$ cat config.mk
export PLATFORM = sky130hd
export DESIGN_NAME = sdram_pwrup_seq
export DESIGN_NICKNAME = d
export VERILOG_FILES = /design/src/rtl/sdram_init_pkg.sv /design/src/rtl/sdram_init_timer.sv /design/src/rtl/sdram_row_select.sv /design/src/rtl/sdram_pwrup_seq.sv
export SDC_FILE = /design/constraint.sdc
export NUM_CORES = 1
export LEC_CHECK = 0
export ABC_AREA = 1
export BUFFER_PORTS_ARGS = -buffer_cell sky130_fd_sc_hd__buf_2
export CORE_ASPECT_RATIO = 1.75
export CORE_MARGIN = 2
export CORE_UTILIZATION = 48
export DETAILED_ROUTE_END_ITERATION = 10
export PLACE_DENSITY = 0.78
export SKIP_LAST_GASP = 1
export SLEW_MARGIN = 20
export SYNTH_ARGS = -nofsm -noshare
export SYNTH_HDL_FRONTEND = slang
export SYNTH_HIERARCHICAL = 1
export SYNTH_SLANG_ARGS = --single-unit
$ cat constraint.sdc
create_clock -name clk -period 2.3 [get_ports clk]
set_input_delay 0.46 -clock clk [delete_from_list [all_inputs] [get_ports clk]]
set_output_delay 0.46 -clock clk [all_outputs]
set_load 0.05 [all_outputs]
$ cat src/rtl/sdram_init_pkg.sv
package sdram_init_pkg;

    // Row granularity: one boundary unit is 32 MB
    localparam int ROW_SHIFT = 25;

    typedef enum logic [2:0] {
        MODE_SELF_REF  = 3'd0,
        MODE_NOP       = 3'd1,
        MODE_PRECHARGE = 3'd2,
        MODE_MRS       = 3'd3,
        MODE_CBR       = 3'd6,
        MODE_NORMAL    = 3'd7
    } mode_e;

    typedef enum logic [2:0] {
        REF_OFF   = 3'd0,
        REF_15US6 = 3'd1,
        REF_7US8  = 3'd2,
        REF_FAST  = 3'd7
    } refr_e;

    typedef enum logic [3:0] {
        S_IDLE,
        S_SETTLE,
        S_SCAN,
        S_CMD,
        S_ACCESS,
        S_WAIT,
        S_CHK_RD0,
        S_CHK_WR,
        S_CHK_RD1,
        S_CHK_WAIT,
        S_REF_EN,
        S_COMPLETE
    } state_e;

    typedef enum logic [2:0] {
        STEP_NOP,
        STEP_PRE,
        STEP_CBR,
        STEP_MRS,
        STEP_NORM
    } step_e;

    function automatic mode_e step_mode(step_e s);
        case (s)
            STEP_NOP:  return MODE_NOP;
            STEP_PRE:  return MODE_PRECHARGE;
            STEP_CBR:  return MODE_CBR;
            STEP_MRS:  return MODE_MRS;
            default:   return MODE_NORMAL;
        endcase
    endfunction

endpackage

$ cat src/rtl/sdram_init_timer.sv
module sdram_init_timer #(
    parameter int W = 16
) (
    input  logic         clk,
    input  logic         rst_n,
    input  logic         load,
    input  logic [W-1:0] load_val,
    output logic         expired
);
    logic [W-1:0] cnt_q;

    always_ff @(posedge clk or negedge rst_n) begin
        if (!rst_n) begin
            cnt_q <= '0;
        end else if (load) begin
            cnt_q <= load_val;
        end else if (cnt_q != '0) begin
            cnt_q <= cnt_q - 1'b1;
        end
    end

    assign expired = (cnt_q == '0);
endmodule

$ cat src/rtl/sdram_row_select.sv
module sdram_row_select
    import sdram_init_pkg::*;
#(
    parameter int NUM_ROWS = 4,
    parameter int BND_W    = 8,
    parameter int ADDR_W   = 32,
    parameter int IDX_W    = 3
) (
    input  logic [NUM_ROWS*BND_W-1:0] row_bound,
    input  logic [IDX_W-1:0]          row_idx,
    input  logic [BND_W-1:0]          prev_bound,
    output logic [BND_W-1:0]          cur_bound,
    output logic                      row_live,
    output logic                      all_rows_done,
    output logic [ADDR_W-1:0]         row_base
);
    logic [BND_W-1:0]        bnd [NUM_ROWS];
    logic [ADDR_W+BND_W-1:0] base_wide;

    for (genvar g = 0; g < NUM_ROWS; g++) begin : g_unpack
        assign bnd[g] = row_bound[g*BND_W +: BND_W];
    end

    always_comb begin
        cur_bound = '0;
        for (int i = 0; i < NUM_ROWS; i++) begin
            if (row_idx == IDX_W'(i)) begin
                cur_bound = bnd[i];
            end
        end
    end

    assign all_rows_done = (row_idx == IDX_W'(NUM_ROWS));
    assign row_live      = !all_rows_done && (cur_bound > prev_bound);
    assign base_wide     = {{ADDR_W{1'b0}}, prev_bound} << ROW_SHIFT;
    assign row_base      = base_wide[ADDR_W-1:0];
endmodule

$ cat src/rtl/sdram_pwrup_seq.sv
module sdram_pwrup_seq
    import sdram_init_pkg::*;
#(
    parameter int                NUM_ROWS    = 4,
    parameter int                BND_W       = 8,
    parameter int                ADDR_W      = 32,
    parameter int                DATA_W      = 32,
    parameter int                CYC_PER_US  = 133,
    parameter int                SETTLE_US   = 200,
    parameter int                NOP_US      = 200,
    parameter int                MRS_US      = 2,
    parameter int                STEP_US     = 1,
    parameter int                CBR_COUNT   = 8,
    parameter int                MRS_OFFSET  = 'h1D0,
    parameter logic [DATA_W-1:0] CHK_PAT     = 'h55AA55AA
) (
    input  logic                      clk,
    input  logic                      rst_n,
    input  logic                      start,
    input  logic [NUM_ROWS*BND_W-1:0] row_bound,
    output logic [2:0]                mode_sel,
    output logic [2:0]                refresh_sel,
    output logic                      init_complete,
    output logic                      done,
    output logic                      check_err,
    output logic                      mem_req,
    output logic                      mem_we,
    output logic [ADDR_W-1:0]         mem_addr,
    output logic [DATA_W-1:0]         mem_wdata,
    input  logic                      mem_ack,
    input  logic [DATA_W-1:0]         mem_rdata
);
    localparam int IDX_W      = $clog2(NUM_ROWS + 1);
    localparam int CW         = (CBR_COUNT > 1) ? $clog2(CBR_COUNT) : 1;
    localparam int SETTLE_CYC = SETTLE_US * CYC_PER_US;
    localparam int NOP_CYC    = NOP_US * CYC_PER_US;
    localparam int MRS_CYC    = MRS_US * CYC_PER_US;
    localparam int STEP_CYC   = STEP_US * CYC_PER_US;
    localparam int MAX_A      = (SETTLE_CYC > NOP_CYC) ? SETTLE_CYC : NOP_CYC;
    localparam int MAX_B      = (MRS_CYC > STEP_CYC) ? MRS_CYC : STEP_CYC;
    localparam int MAX_CYC    = (MAX_A > MAX_B) ? MAX_A : MAX_B;
    localparam int TW         = $clog2(MAX_CYC + 1);

    localparam logic [TW-1:0] SETTLE_LD = TW'(SETTLE_CYC - 1);
    localparam logic [TW-1:0] NOP_LD    = TW'(NOP_CYC - 1);
    localparam logic [TW-1:0] MRS_LD    = TW'(MRS_CYC - 1);
    localparam logic [TW-1:0] STEP_LD   = TW'(STEP_CYC - 1);

    state_e             state_q, state_d;
    step_e              step_q;
    logic [CW-1:0]      cbr_q;
    logic [IDX_W-1:0]   row_q;
    logic [BND_W-1:0]   prev_q;
    mode_e              mode_q;
    refr_e              ref_q;
    logic               ic_q, done_q, err_q;

    logic               tmr_load;
    logic [TW-1:0]      tmr_val;
    logic               tmr_exp;

    logic [BND_W-1:0]   cur_bound;
    logic               row_live, all_rows_done;
    logic [ADDR_W-1:0]  row_base;

    sdram_init_timer #(.W(TW)) u_timer (
        .clk      (clk),
        .rst_n    (rst_n),
        .load     (tmr_load),
        .load_val (tmr_val),
        .expired  (tmr_exp)
    );

    sdram_row_select #(
        .NUM_ROWS (NUM_ROWS),
        .BND_W    (BND_W),
        .ADDR_W   (ADDR_W),
        .IDX_W    (IDX_W)
    ) u_rows (
        .row_bound     (row_bound),
        .row_idx       (row_q),
        .prev_bound    (prev_q),
        .cur_bound     (cur_bound),
        .row_live      (row_live),
        .all_rows_done (all_rows_done),
        .row_base      (row_base)
    );

    // State register
    always_ff @(posedge clk or negedge rst_n) begin
        if (!rst_n) begin
            state_q <= S_IDLE;
        end else begin
            state_q <= state_d;
        end
    end

    // Next state and timer loading
    always_comb begin
        state_d  = state_q;
        tmr_load = 1'b0;
        tmr_val  = '0;
        unique case (state_q)
            S_IDLE: begin
                if (start) begin
                    state_d  = S_SETTLE;
                    tmr_load = 1'b1;
                    tmr_val  = SETTLE_LD;
                end
            end
            S_SETTLE: begin
                if (tmr_exp) state_d = S_SCAN;
            end
            S_SCAN: begin
                if (all_rows_done)  state_d = S_REF_EN;
                else if (row_live)  state_d = S_CMD;
            end
            S_CMD: begin
                state_d = S_ACCESS;
            end
            S_ACCESS: begin
                if (mem_ack) begin
                    state_d  = S_WAIT;
                    tmr_load = 1'b1;
                    unique case (step_q)
                        STEP_NOP: tmr_val = NOP_LD;
                        STEP_MRS: tmr_val = MRS_LD;
                        default:  tmr_val = STEP_LD;
                    endcase
                end
            end
            S_WAIT: begin
                if (tmr_exp) begin
                    state_d = (step_q == STEP_NORM) ? S_CHK_RD0 : S_CMD;
                end
            end
            S_CHK_RD0: begin
                if (mem_ack) state_d = S_CHK_WR;
            end
            S_CHK_WR: begin
                if (mem_ack) state_d = S_CHK_RD1;
            end
            S_CHK_RD1: begin
                if (mem_ack) begin
                    state_d  = S_CHK_WAIT;
                    tmr_load = 1'b1;
                    tmr_val  = STEP_LD;
                end
            end
            S_CHK_WAIT: begin
                if (tmr_exp) state_d = S_SCAN;
            end
            S_REF_EN: begin
                state_d = S_COMPLETE;
            end
            S_COMPLETE: begin
                state_d = S_IDLE;
            end
            default: begin
                state_d = S_IDLE;
            end
        endcase
    end

    // Registered outputs and sequencing state
    always_ff @(posedge clk or negedge rst_n) begin
        if (!rst_n) begin
            step_q <= STEP_NOP;
            cbr_q  <= '0;
            row_q  <= '0;
            prev_q <= '0;
            mode_q <= MODE_SELF_REF;
            ref_q  <= REF_OFF;
            ic_q   <= 1'b0;
            done_q <= 1'b0;
            err_q  <= 1'b0;
        end else begin
            unique case (state_q)
                S_IDLE: begin
                    if (start) begin
                        done_q <= 1'b0;
                        err_q  <= 1'b0;
                        row_q  <= '0;
                        prev_q <= '0;
                    end
                end
                S_SCAN: begin
                    if (!all_rows_done) begin
                        if (row_live) begin
                            step_q <= STEP_NOP;
                            cbr_q  <= '0;
                        end else begin
                            row_q  <= row_q + 1'b1;
                            prev_q <= cur_bound;
                        end
                    end
                end
                S_CMD: begin
                    mode_q <= step_mode(step_q);
                    ref_q  <= REF_OFF;
                    ic_q   <= 1'b0;
                end
                S_WAIT: begin
                    if (tmr_exp) begin
                        unique case (step_q)
                            STEP_NOP: step_q <= STEP_PRE;
                            STEP_PRE: begin
                                step_q <= STEP_CBR;
                                cbr_q  <= '0;
                            end
                            STEP_CBR: begin
                                if (cbr_q == CW'(CBR_COUNT - 1)) step_q <= STEP_MRS;
                                else                             cbr_q  <= cbr_q + 1'b1;
                            end
                            STEP_MRS: step_q <= STEP_NORM;
                            default:  step_q <= step_q;
                        endcase
                    end
                end
                S_CHK_RD1: begin
                    if (mem_ack && (mem_rdata != CHK_PAT)) err_q <= 1'b1;
                end
                S_CHK_WAIT: begin
                    if (tmr_exp) begin
                        row_q  <= row_q + 1'b1;
                        prev_q <= cur_bound;
                    end
                end
                S_REF_EN: begin
                    ref_q <= REF_15US6;
                end
                S_COMPLETE: begin
                    ic_q   <= 1'b1;
                    done_q <= 1'b1;
                end
                default: begin
                end
            endcase
        end
    end

    // Memory port
    assign mem_req   = (state_q == S_ACCESS) || (state_q == S_CHK_RD0) ||
                       (state_q == S_CHK_WR) || (state_q == S_CHK_RD1);
    assign mem_we    = (state_q == S_CHK_WR);
    assign mem_addr  = row_base +
                       (((state_q == S_ACCESS) && (step_q == STEP_MRS)) ?
                        ADDR_W'(MRS_OFFSET) : ADDR_W'(0));
    assign mem_wdata = (state_q == S_CHK_WR) ? CHK_PAT : '0;

    assign mode_sel      = mode_q;
    assign refresh_sel   = ref_q;
    assign init_complete = ic_q;
    assign done          = done_q;
    assign check_err     = err_q;
endmodule

# --- Yosys cells after proc, flatten, opt, wreduce, memory -nomap -nowiden ---
# Index checks and enable logic that the tools add are counted.
# Widths: inputs -> output; s select.
totals:
  regBits: 45
  inputBits: 68
  output_inout_bits: 75
classes:
  mux: 54
  reduce_logical: 27
  n_lt_le_gt_ge: 1
  addsub: 4
  eq_ne: 38
ops:
  columns: ["op", "n"]
  rows:
  - ["$mux 8", 9]
  - ["$mux 15", 4]
  - ["$pmux 15 s3", 1]
  - ["$pmux 4 s10", 1]
  - ["$mux 4", 9]
  - ["$mux 3", 11]
  - ["$add 32x9->32", 1]
  - ["$ne 32x31->1 const B", 1]
  - ["$mux 31", 1]
  - ["$pmux 15 s2", 1]
  - ["$pmux 3 s2", 4]
  - ["$pmux 3 s4", 2]
  - ["$pmux 8 s3", 1]
  - ["$ne 2x2->1 const B", 10]
  - ["$eq 4x3->1 const B", 4]
  - ["$eq 4x4->1 const B", 4]
  - ["$logic_not 15->1", 1]
  - ["$reduce_bool 15->1", 1]
  - ["$sub 15x1->15 const B", 1]
  - ["$eq 3x2->1 const B", 4]
  - ["$reduce_and 6->1", 2]
  - ["$reduce_bool 2->1", 6]
  - ["$eq 3x3->1 const B", 3]
  - ["$mux 9", 1]
  - ["23 further kinds", 41]

# --- Depth between registers and ports, before layout ---
logic_depth:
  ltp_word: 10
  depth_mapped: 19
  mapped_depth_nobuf: 19

# --- Modules after synthesis ---
# The synthesis kept the hierarchy.
by_module_without_submodules:
  columns: ["mod", "n_inst", "cells_per_inst", "seq_area_each_um2", "area_per_inst_um2"]
  rows:
  - ["sdram_pwrup_seq", 1, 473, 700.7, 2924.1]
  - ["sdram_init_timer", 1, 139, 375.4, 1007.2]
  - ["sdram_row_select", 1, 124, 0.0, 743.2]

# --- Least setup slack after synthesis ---
# No wires, ideal clock.
synth_timing:
  path_type: "register to register"
  startpoint: "register row_q[0]"
  endpoint: "register prev_q[0]"
  setup_ns: 0.066
  synth_period_minus_slack_ns: 2.485
  path_stages_with_launch: 16
  slack_ns: -0.185
  arrival_ns: 2.420
  n_path_buf: 2
  path_cell_list: "dfrtp_1 -> buf_6 -> nor2_2 -> nand3_1 -> and3_1 -> nor2_1 -> ha_1 -> a21o_1 -> nor2_1 -> a21oi_1 -> o21ai_0 -> o2111ai_1 -> nor2_1 -> buf_2 -> nand2_1 -> nand2_1"
synth_between:
  elab_chain_len: 9
  elab_cells_between_ends: 19
synth_rtl:
  columns: ["element", "line_no", "text"]
  rows:
  - ["start, declared", "sdram_pwrup_seq.sv:52", "logic [IDX_W-1:0] row_q;"]
  - ["start signal, assigned", "sdram_pwrup_seq.sv:193", "row_q <= row_q + 1'b1;"]
  - ["start signal, assigned", "sdram_pwrup_seq.sv:225", "row_q <= row_q + 1'b1;"]
  - ["$logic_not 3->1", "sdram_row_select.sv:27", "if (row_idx == IDX_W'(i)) begin"]
  - ["$mux 8 (3 in series)", "sdram_row_select.sv:27", null]
  - ["$mux 8 (*)", "sdram_row_select.sv:27", null]
  - ["net cur_bound[7]", "sdram_pwrup_seq.sv:62", "logic [BND_W-1:0] cur_bound;"]
  - ["$gt 8x8->1 (*)", "sdram_row_select.sv:34", "assign row_live = !all_rows_done && (cur_bound > prev_bound);"]
  - ["$logic_and 1x1->1 (*)", "sdram_row_select.sv:34", null]
  - ["net row_live", "sdram_pwrup_seq.sv:63", "logic row_live, all_rows_done;"]
  - ["$ne 2x2->1 (no source line) (*)", null, null]
  - ["$reduce_and 5->1 (no source line) (*)", null, null]
  - ["end signal, assigned", "sdram_pwrup_seq.sv:194", "prev_q <= cur_bound;"]
  - ["end signal, assigned", "sdram_pwrup_seq.sv:226", "prev_q <= cur_bound;"]
  - ["end, declared", "sdram_pwrup_seq.sv:53", "logic [BND_W-1:0] prev_q;"]
# The timed path passes the listed nets; every way through them passes the cells marked *. The select of a mux whose other input is x is not followed.
# A chain may end at the register's enable or synchronous reset.

# --- Worst setup path after layout ---
layout_timing:
  startpoint: "register row_q[2]"
  endpoint: "register prev_q[6]"
# Same word-level chain as after synthesis.

==> reports/qor.txt <==
Status: finished, violations left
Failing checks: setup timing
Vias per cell: 5.062
Crit-path max FO: 7
Total grt overflow: 0
Complex-gate fraction of the synthesized area: 7.950%
Netlist cell types: 45
Crit path DAT: 2.83 ns
Slowest CP cell: dfrtp_2
CP cell instances: nor2_4 > nand2_4 > o22ai_2 > nor2_2 > ha_1 > nand2_2 > nor2_1 > nand2_1 > nand2_2 > a21oi_4 > o21ai_2 > o2111ai_2 > nor2_2 > buf_4 > nand2_1 > nand2_1
Synth Area per Inst: 6.351 um2
Post-Synth Adder-Cell Area: 3.747%
Slew margin rel.: 61.61%
Cell Area, Synth: 0.004674 mm2
Drc violations: 0
Top cells by area, synth: dfrtp_1 23%, nand2_1 18%, buf_4 11%
CTS tree: built
Placed insts: 954
Yosys top cell area share: 23.02%
FF+latch count, synth: 43
Endpoints failing hold: 0
Cell taking the most area after synthesis: dfrtp_1
GP Congestion: 0.9909
Die Ht: 134.5 um
Maximum clock rate: 383.3 MHz
WP data required: 2.52 ns
Worst reg-to-reg path cell count: 16
Cell Pwr Density: 1057 mW/mm2
Pwr Total: 0.006039 W
Core ar.: 0.009468 mm2
R2r endpoint: prev_q[6]$_DFFE_PN0P_
Clock transition at path regs: 0.06 ns
Reg2Reg Setup Slack: -0.31 ns
Area grow syn2layout: 22.27%
Vias in the first global route: 4,643
Initial antenna violation count: 0
Largest net degree at the start of global routing: 25
Hpwl dp: 9928 um
Gr usage total: 23.05%
Total clock sinks: 43
Clk_lat worst skew: 0.28 ns
RSZ-0062 raised after global routing: true
Net Sw Frac: 52.15%
Mux share of post-synthesis cell area: 0%
Mapped Cells: 736
Setup violations, final: 21
Root buf cell: clkbuf_16
Post-Layout Cell Count: 974
Synth warn: 6
R2R Path Start: row_q[2]$_DFFE_PN0P_
H-tree levels: 2
Wirelength, routed: 12,520 um
Antenna viol nets, final: 0
Initial drt markers: 148
Num rows: 47
Clock skew: 0.003223 ns
Reg power frac: 21.2%
Largest family of logic cells by synthesized area: simple AND/OR/NAND/NOR gates
Worst Setup End Kind: flop
Slew Limit Fails: 0
Most common cell on crit path: nand2_1
Leak: 3.037 nW
Post-Synth XOR/XNOR Area: 2.998%
Setup ws final: -0.3088 ns
Main flop type after synthesis: dfrtp_1
Inserted Clock Buffers: 5
Drt pass-1 iters: 5
Global-route wire length before repair: 19,740 um
Kind of critical path: flop to flop
Gate power share: 67.1%
Fin crit share: 113.4%
Min-delay worst type: primary input to async pin
I/O pins: 143
Clock period minus worst slack: 2.609 ns
Post-synth EDFFs: 0
Maximum clock path buffer count: 2
P_int: 0.002890 W
Clock Power Share: 11.7%
Worst VDD drop: 0.8764 mV
CP Launch Type: flop
NumNets Final: 934
Highest cell delay on the worst timing path: 0.45 ns
Antenna diodes: 0
DR vias: 4,930
CTS hold repair buffers: 0
Max-cap violations: 0
Psw: 0.003149 W
Share of layout cells above drive strength 1: 29.81%
IO Port Bufs: 103
FFs w/ async S/R, synth: 100.0%
Die width: 78.60 um
Synth Area in Simple Gates: 42.21%
Worst-Margin Slew: 0.5758 ns
Routed len/inst: 12.86 um
Die area: 0.01057 mm2
Sequential share of the synthesized area: 23.02%
Initial Utilization: 49.37%
## worst max path at each step
stage,start,end,slack (ns)
2_1_floorplan,row_q[0]$_DFFE_PN0P_,row_q[2]$_DFFE_PN0P_,-0.06
3_3_place_gp,row_q[0]$_DFFE_PN0P_,step_q[2]$_DFFE_PN0P_,-0.29
3_5_place_dp,row_q[0]$_DFFE_PN0P_,step_q[2]$_DFFE_PN0P_,-0.29
4_1_cts,row_q[0]$_DFFE_PN0P_,prev_q[0]$_DFFE_PN0P_,-0.21
5_1_grt,row_q[2]$_DFFE_PN0P_,prev_q[6]$_DFFE_PN0P_,-0.53
6_report,row_q[2]$_DFFE_PN0P_,prev_q[6]$_DFFE_PN0P_,-0.31
## sequential cells by signal, indices dropped and copies added (netlist names)
| register | flops |
|---|---|
| u_timer/cnt_q | 15 |
| prev_q | 8 |
| state_q | 4 |
| cbr_q | 3 |
| mode_sel | 3 |
| row_q | 3 |
| step_q | 3 |
| check_err | 1 |
| done | 1 |
| init_complete | 1 |
| refresh_sel | 1 |
## metrics by stage
step           setup TNS [ns]  setup WS, ns  instance area, um2  util (%)  hold WS, ns
6_report               -5.358       -0.3088                5715     60.37       0.1703
5_1_grt                -9.041       -0.5313                5715     60.37       0.2110
4_1_cts                -3.164       -0.2098                5363     56.64       0.1884
3_5_place_dp           -4.278       -0.2944                5176     54.67       0.4593
3_3_place_gp           -3.957       -0.2887                5176     54.67       0.4578
2_1_floorplan         -0.5840      -0.05937                4857         -       0.1644
## placed cells by master, fill, tap and decap left out, types with 4 or more instances in the layout
master and n:
clkbuf_16 5, nand2_4 7, conb_1 46, o22ai_2 4, nor4_1 11, ha_4 4, xnor2_1 5, xor2_1 11
a21oi_1 5, buf_2 101, dfrtp_1 38, nor2_1 45, dfrtp_2 5, and3_1 5, o21ai_0 16, nand3_1 54
nand2_2 31, buf_4 29, nor2_4 11, nand4_1 16, o21ai_1 14, nor2_2 13, buf_6 4, nor3_1 13
ha_1 10, nand3_2 4, inv_1 92, inv_2 13, nand2_1 200
## power groups by stage
stage                     registers (W)  logic (W)  clock network (W)
after floorplan                 0.00142    0.00248                  0
after global placement          0.00128    0.00335                  0
after detailed placement        0.00128    0.00338                  0
after CTS                       0.00128    0.00346           0.000719
after global routing            0.00132    0.00446           0.000750
final                           0.00128    0.00405           0.000705
## timing repair
| item | 4_1_cts | 5_1_grt |
|---|---|---|
| resized for setup | 12 | 75 |
| gates cloned | 1 | 0 |
| setup endpoints to repair | 22 | 41 |
| buffers inserted | 1 | 11 |
| pin swaps | 2 | 17 |
## layout make-up
class                   instances  area, um2
clock buffers                   6      138.9
well taps                     122      152.6
clock inverters                 1      5.005
fillers                       922       3752
repair buffers                138      835.8
flip-flops and latches         43       1082
inverters                     106      400.4
multi-input cells             558       3100
## kinds of logic (layout without fill, tap and decap cells)
logic type,count (synthesis),count (layout)
other,2,46
xor gates and xnor gates,16,16
adders and majority gates,14,14
DFF,43,43
buffers and inverters,179,251
AOI/OAI and AO/OA,62,62
and+or+nand+nor,420,420
## worst max-delay path: cells and delay by family (launching register included)
family                     cells  cell delay [ns]
AOI/OAI and AO/OA              4             0.49
adders and majority gates      1             0.29
buffers and inverters          1             0.19
DFF                            1             0.45
and+or+nand+nor               10             1.11
## cell usage after synthesis (3+ instances only)
library cell  instances
xnor2_1               5
nand2_1             223
inv_1                96
nor3_1               13
nand4_1              16
nand2_4               4
nor4_1               11
nand3_1              54
dfrtp_1              43
nand3_2               4
a21oi_1              10
xor2_1               11
o21ai_0              23
and3_1                5
o21ai_1               8
nor2_2                5
inv_2                10
buf_2                 3
nand2_2              11
clkbuf_1              3
nor2_1               56
nor2_4                8
o22ai_1               8
buf_4                66
ha_1                 14
## per-layer routing
metal | up-vias | track usage [%] | share of wire, %
li1 | 2480 | - | -
met1 | 2237 | 21.65 | 34
met2 | 171 | 47.39 | 57
met3 | 42 | 2.273 | 4.9
met4 | 0 | 11.11 | 3.9
met5 | - | 0 | 0
(Power assumes the default switching activity.)
